### config.mk
export PLATFORM = sky130hd
export DESIGN_NAME = sig_frame_align
export DESIGN_NICKNAME = d
export VERILOG_FILES = /design/src/rtl/sig_align_pkg.sv /design/src/rtl/sa_frame_counter.sv /design/src/rtl/sa_sig_hold.sv /design/src/rtl/sig_frame_align.sv
export SDC_FILE = /design/constraint.sdc
export NUM_CORES = 1
export LEC_CHECK = 0
export CAP_MARGIN = 20
export CELL_PAD_IN_SITES_DETAIL_PLACEMENT = 0
export CELL_PAD_IN_SITES_GLOBAL_PLACEMENT = 1
export CORE_ASPECT_RATIO = 0.5
export CORE_UTILIZATION = 37
export DETAILED_ROUTE_END_ITERATION = 12
export HOLD_SLACK_MARGIN = 0.02
export PLACE_DENSITY_LB_ADDON = 0.1
export SLEW_MARGIN = 25
export SYNTH_ARGS = -nofsm -noshare
export SYNTH_HDL_FRONTEND = slang
export SYNTH_SLANG_ARGS = --single-unit
### constraint.sdc
create_clock -name clk -period 1.9 [get_ports clk]
set_input_delay 0.19 -clock clk [delete_from_list [all_inputs] [get_ports clk]]
set_output_delay 0.19 -clock clk [all_outputs]
set_load 0.02 [all_outputs]
### src/rtl/sig_align_pkg.sv
package sig_align_pkg;
  typedef enum logic {CH_IDLE = 1'b0, CH_ARMED = 1'b1} ch_state_t;
endpackage

### src/rtl/sa_frame_counter.sv
module sa_frame_counter
  import sig_align_pkg::*;
#(
  parameter int DLY_W = 4
) (
  input  logic             clk,
  input  logic             rst_n,
  input  logic             en,
  input  logic             tick,
  input  logic             start,
  input  logic [DLY_W-1:0] dly,
  output logic             hit
);
  ch_state_t        st;
  logic [DLY_W-1:0] cnt;
  logic [DLY_W-1:0] dly_l;

  assign hit = en && tick && (st == CH_ARMED) && (cnt == dly_l);

  always_ff @(posedge clk) begin
    if (!rst_n) begin
      st    <= CH_IDLE;
      cnt   <= '0;
      dly_l <= '0;
    end else if (!en) begin
      st  <= CH_IDLE;
      cnt <= '0;
    end else if (tick) begin
      if (start) begin
        st    <= CH_ARMED;
        cnt   <= '0;
        dly_l <= dly;
      end else if (hit) begin
        st <= CH_IDLE;
      end else if (st == CH_ARMED) begin
        cnt <= cnt + 1'b1;
      end
    end
  end

  AST_CNT_IN_RANGE: assert property (@(posedge clk) disable iff (!rst_n)
    (st == CH_ARMED) |-> (cnt <= dly_l));
  AST_DISABLE_DISARMS: assert property (@(posedge clk) disable iff (!rst_n)
    !en |=> (st == CH_IDLE));
  AST_IDLE_NO_COUNT: assert property (@(posedge clk) disable iff (!rst_n)
    (en && !tick) |=> $stable(cnt));
  AST_SETTING_HELD: assert property (@(posedge clk) disable iff (!rst_n)
    !(en && tick && start) |=> $stable(dly_l));
  AST_HIT_DISARMS: assert property (@(posedge clk) disable iff (!rst_n)
    (hit && !start) |=> (st == CH_IDLE));
endmodule

### src/rtl/sa_sig_hold.sv
module sa_sig_hold #(
  parameter int SIG_W = 4
) (
  input  logic             clk,
  input  logic             rst_n,
  input  logic             cap,
  input  logic [SIG_W-1:0] d,
  output logic [SIG_W-1:0] q,
  output logic             upd
);
  always_ff @(posedge clk) begin
    if (!rst_n) begin
      q   <= '0;
      upd <= 1'b0;
    end else begin
      upd <= cap;
      if (cap) q <= d;
    end
  end

  AST_CAPTURE_VALUE: assert property (@(posedge clk) disable iff (!rst_n)
    cap |=> (q == $past(d)));
  AST_HOLD_BETWEEN: assert property (@(posedge clk) disable iff (!rst_n)
    !cap |=> $stable(q));
  AST_UPD_FOLLOWS: assert property (@(posedge clk) disable iff (!rst_n)
    upd |-> $past(cap));
endmodule

### src/rtl/sig_frame_align.sv
module sig_frame_align #(
  parameter int NCH   = 3,
  parameter int DLY_W = 4,
  parameter int SIG_W = 4
) (
  input  logic                 clk,
  input  logic                 rst_n,
  input  logic                 frame_tick,
  input  logic                 mf_start,
  input  logic                 align_en,
  input  logic [NCH*DLY_W-1:0] dly_set,
  input  logic [NCH*SIG_W-1:0] sig_in,
  output logic [NCH*SIG_W-1:0] sig_out,
  output logic [NCH-1:0]       sig_upd
);
  localparam int SIG_BITS = NCH * SIG_W;

  logic [NCH-1:0]      hit;
  logic [SIG_BITS-1:0] held;

  for (genvar c = 0; c < NCH; c++) begin : g_ch
    sa_frame_counter #(.DLY_W(DLY_W)) u_cnt (
      .clk   (clk),
      .rst_n (rst_n),
      .en    (align_en),
      .tick  (frame_tick),
      .start (mf_start),
      .dly   (dly_set[c*DLY_W +: DLY_W]),
      .hit   (hit[c])
    );
    sa_sig_hold #(.SIG_W(SIG_W)) u_hold (
      .clk   (clk),
      .rst_n (rst_n),
      .cap   (hit[c]),
      .d     (sig_in[c*SIG_W +: SIG_W]),
      .q     (held[c*SIG_W +: SIG_W]),
      .upd   (sig_upd[c])
    );
  end

  assign sig_out = align_en ? held : sig_in;

  AST_NO_HIT_WHEN_OFF: assert property (@(posedge clk) disable iff (!rst_n)
    !align_en |-> (hit == '0));
  AST_HIT_NEEDS_TICK: assert property (@(posedge clk) disable iff (!rst_n)
    !frame_tick |-> (hit == '0));
endmodule

# Word level (Yosys, flattened, before mapping)
# Index checks and enable logic that the tools add are counted.
# totals
register_bits	42
output_inout_bits	15
# op_classes
addsub	3
eq_ne	6
muxes	16
n_reduce_logical	21
# op_table
op	count
4-bit two-way mux	9
4-bit by 1-bit adder with 4-bit output, second input constant	3
4-bit == test	3
12-bit two-way mux	1
3-bit AND reduction	4
2-bit nonzero test	6
2-bit AND reduction	4
1-bit logical AND	7
1-bit two-way mux	6
2-bit != test, second input constant	3

# Longest topological paths before layout
# logic_depth
word_depth	5
ltp_mapped	6
depth_no_buf	5

# Hierarchy
# From an unflattened synthesis, not the netlist that was laid out.
# unflattened
hier_cells	217
area_unflattened_um2	2222.1
# modules_own_cells
mod	instances	cells_per_inst	area_per_inst_um2	seq_area_each_um2
sa_frame_counter	3	53	495.5	180.2
sa_sig_hold	3	15	183.9	100.1
sig_frame_align	1	13	183.9	0.0

# Worst setup path before layout
# OpenSTA, ideal clock, no wires.
# synth_timing
path_type	register to register
start	register g_ch[1].u_cnt.cnt[1]
end	register g_ch[1].u_hold.q[0]
setup_ns	0.128
arrival_time_ns	1.362
t_required_ns	1.772
slack_ns	0.410
stages_incl_launch_ff	7
n_path_buf	1
period_less_slack_ns	1.490
cell_sequence	dfxtp_1 -> xor2_1 -> nor4_2 -> and3_1 -> buf_6 -> mux2i_1 -> nor2_1
# synth_via
elab_chain_len	2
# synth_rtl
item	line_no	rtl
start: declaration	sa_frame_counter.sv:15	logic [DLY_W-1:0] cnt;
start signal: assignment	sa_frame_counter.sv:36	cnt <= cnt + 1'b1;
4-bit == test	sa_frame_counter.sv:18	assign hit = en && tick && (st == CH_ARMED) && (cnt == dly_l);
1-bit logical AND	sa_frame_counter.sv:18	
end signal: assignment	sa_sig_hold.sv:13	q <= '0;
end signal: assignment	sa_sig_hold.sv:17	if (cap) q <= d;
end: declaration	sa_sig_hold.sv:8	output logic [SIG_W-1:0] q,
# No other way between the ends.
# A chain may end at the register's enable or synchronous reset.

# Worst setup path after layout
# layout_timing
start	input port align_en
end	output port sig_out[10]
# layout_via
elab_chain_len	1
# layout_rtl
item	line_no	rtl
start: declaration	sig_frame_align.sv:10	input logic align_en,
12-bit two-way mux	sig_frame_align.sv:41	assign sig_out = align_en ? held : sig_in;
end: declaration	sig_frame_align.sv:13	output logic [NCH*SIG_W-1:0] sig_out,
# No other way between the ends.

==> impl_results.md <==
* Sequential fraction of the synthesis area at a little over two fifths
* Final worst slack at roughly 190 ps
* R2r worst-path depth at 6
* CTS tree: done
* Placed cells at about 330
* Skew-Pair Late Insertion Delay at between 200 and 300 ps
* Seq cells post-synth at 42
* Core Util, Final at 50.9%
* Die width at 105 um
* Worst setup path start: align_en
* H-tree levels at 2
* Routed WL at 4060 um
* Finished layout cell area at 2560 sq um
* Worst path depth at 4
* RePlAce Congestion at 0.784
* Die Ht at 53.5 um
* Number of enable flip-flop cells after synthesis at 0
* Status: complete, no violations
* CTS Root Cell: clkbuf_8
* Post-route ant nets at 0
* Top delay family on crit path: buffers and inverters
* Count leader, synth: nand2_1
* Flop2flop setup slack at 220 ps
* Top Ports at 44
* CP endpoint kind: primary output
* Post-synth top area cell: dfxtp_1
* R2R Path End: g_ch[1].u_hold.q[0]$_SDFFE_PN0P_
* Number of diodes at 0
* RSZ-0062 raised after global routing: no
* Distinct cells, synth at 34
* VDD IR max at 0.000237 V
* Main flop type after synthesis: dfxtp_1
* Worst Setup Start Kind: primary input
* Final #Nets at 303
* CP peak stage delay at approximately 500 ps
* Final Cycle Share at 90.1%
* Ys async rst share at 0%
* Post-DP Area at 2490 sq um
* Relative slew slack at 72.7%
* Fill count at 502
* Initial DRC Count at 43
* Leakage Power at 1.13 nW
* CP Cell Sequence: clkdlybuf4s50_1, buf_12, mux2_2, dlygate4sd2_1
* Sequential cell area at 841 sq um
* Tot Pwr at 0.00169 W
* Clock Skew at 6.44 ps
* Vias in the first global route at 1,502
* Synth cell count leaders: nand2_1, dfxtp_1, a21oi_1
* Worst Setup EP: sig_out[10]
* Worst hold path type: in2reg
* Drc violations at 0
* Initial Utilization at 39.1%
* # clock sinks at 42
* Final setup vio count at 0
* Crit-path slowest cell: clkdlybuf4s50_1
* Vias per cell at between 4 and 5
* Critical path required time at 1710 ps
* Synthesized area at 1960 sq um
* Total Routing Usage GR at between 10% and 20%
* Initial antenna violation count at 0
* F_max at 584 MHz
* Total grt overflow at 0
* P&R area growth vs syn at 30.3%
* DP HPWL at 3010 um
* Global-route wire length before repair at roughly 6900 um
* Number of CTS-inserted buffers at 5
* # rows at 18
* Arr. time, crit path at between 1500 and 2000 ps
* Max cap viols at 0
* Leading post-synthesis cells by cell area: dfxtp_1, nand2_1, mux2_2, mux2i_1, xor2_1
* Clock Pin Slew Worst Setup and Hold Paths at 80 ps
* CP Max Fanout at 17
* Worst Max-Slew Pin Slew at ~410 ps
* Vias at around 1,600
* Synthesized Nets at between 200 and 300
* Setup bufs post-CTS at 0
* Non-filler instance count after layout at 340
* Fraction of layout cells with a size suffix above 1 at a little under an eighth
* Die Area at ~5600 sq um
* Pwr/cell area at 659 nW/um^2
* Worst Hold Launch: dly_set[9]
* Pre-antenna DRT Iters at 4
* Area of the core at 5020 sq um
* Port Buffer Count at between 40 and 50
* Yosys top cell area share at 42.8%
* DP Worst Slack at -44.0 ps
* Area of the multi-input gates at 1040 sq um
* Critical Setup Path Class: in2out
* Avg WL per Cell at 11.9 um
* Syn Area/Cell at 8.80 sq um
* Syn Inst Count at ~220
* Count of pins over their slew limit at 0
* Cts repair resizes at 12
* CTS Buffer Depth at 2
* # hold bufs at CTS at 0
* Worst r2r src: g_ch[1].u_cnt.cnt[1]$_SDFFE_PN0P_
* Tmin final at 1710 ps
* CP Buf/Inv Count at 3
* Yosys warns at 0
* Largest net degree at the start of global routing at 20
* Final Hold Vio Count at 0
report_power, final:
| part | switching, W | internal [W] | leakage [nW] | total [W] |
|---|---|---|---|---|
| clock network | 0.000278 | 0.000280 | 0.0431 | 0.000558 |
| registers | 0.00000911 | 0.000893 | 0.339 | 0.000902 |
| logic | 0.000105 | 0.000122 | 0.752 | 0.000227 |
cell type report:
cell class                      instances  share of cell area (%)
Tap cell                               70                    3.42
Clock buffer                            6                    3.23
Inverter                                2                   0.294
Sequential cell                        42                    32.9
Timing Repair Buffer                   52                    19.4
Multi-Input combinational cell        168                    40.8
registers in the layout, summed over array words and instances (netlist names):
register,count
g_ch.u_cnt.cnt,12
g_ch.u_hold.q,12
g_ch.u_hold.upd,3
g_ch.u_cnt.st,3
g_ch.u_cnt.dly_l,12
worst min path at each step:
stage,end,slack [ps],cells past startpoint
final,g_ch[2].u_cnt.dly_l[1]$_SDFFE_PN0P_,440,3
after global routing,g_ch[1].u_cnt.dly_l[0]$_SDFFE_PN0P_,460,3
after CTS,g_ch[2].u_cnt.dly_l[1]$_SDFFE_PN0P_,440,3
after detailed placement,g_ch[0].u_hold.q[1]$_SDFFE_PN0P_,450,2
after global placement,g_ch[0].u_hold.q[1]$_SDFFE_PN0P_,440,2
after floorplan,g_ch[0].u_cnt.dly_l[0]$_SDFFE_PN0P_,330,2
per-stage QoR:
stage,hold WS [ps],TNS (ps)
after floorplan,326,0
after global placement,441,-176
after detailed placement,455,-270
after CTS,442,0
after global routing,455,0
final,443,0
logic make-up after synthesis:
| family | count (synthesis) | share of synthesized area, % |
|---|---|---|
| and+or+nand+nor | 94 | 21.9 |
| DFF | 42 | 42.8 |
| AOI/OAI and AO/OA | 31 | 9.11 |
| muxes | 25 | 13.5 |
| xor gates and xnor gates | 15 | 6.69 |
| buffers and inverters | 13 | 4.01 |
| adders and majority gates | 3 | 1.91 |
layer usage:
layer  wire [um]  part of all wire (%)  global-route usage [%]  vias to the layer above
met4           9                  0.22                    3.52                        0
met1        2090                    52                    20.2                      730
li1            -                     -                       -                      853
met2        1710                    42                    26.7                       33
met5           0                     0                       0                        -
met3         246                   6.1                    5.79                        2
cell usage in the layout, fill, tap and decap left out, types with 2 or more instances in the layout:
| cell | n |
|---|---|
| ha_1 | 3 |
| xor2_1 | 10 |
| dlygate4sd2_1 | 12 |
| clkbuf_8 | 6 |
| a21oi_1 | 17 |
| and2_1 | 3 |
| nor2_1 | 10 |
| o22ai_1 | 3 |
| nand2b_1 | 2 |
| buf_4 | 8 |
| mux2i_1 | 13 |
| o21ai_0 | 4 |
| mux2_2 | 12 |
| and4b_1 | 3 |
| dfxtp_1 | 42 |
| nand3_1 | 6 |
| nor3_1 | 4 |
| a21o_1 | 3 |
| and3_1 | 4 |
| clkdlybuf4s50_1 | 31 |
| xnor2_1 | 5 |
| nand2_1 | 56 |
| a21oi_2 | 2 |
worst reg2reg max path, stage by stage (launching register included):
cell and delay (ps):
dfxtp_1 350, xor2_1 160, nor4_2 280, buf_4 180
and3_1 330, mux2i_1 220, nor2_1 50
Power figures use the tool's default switching activity.
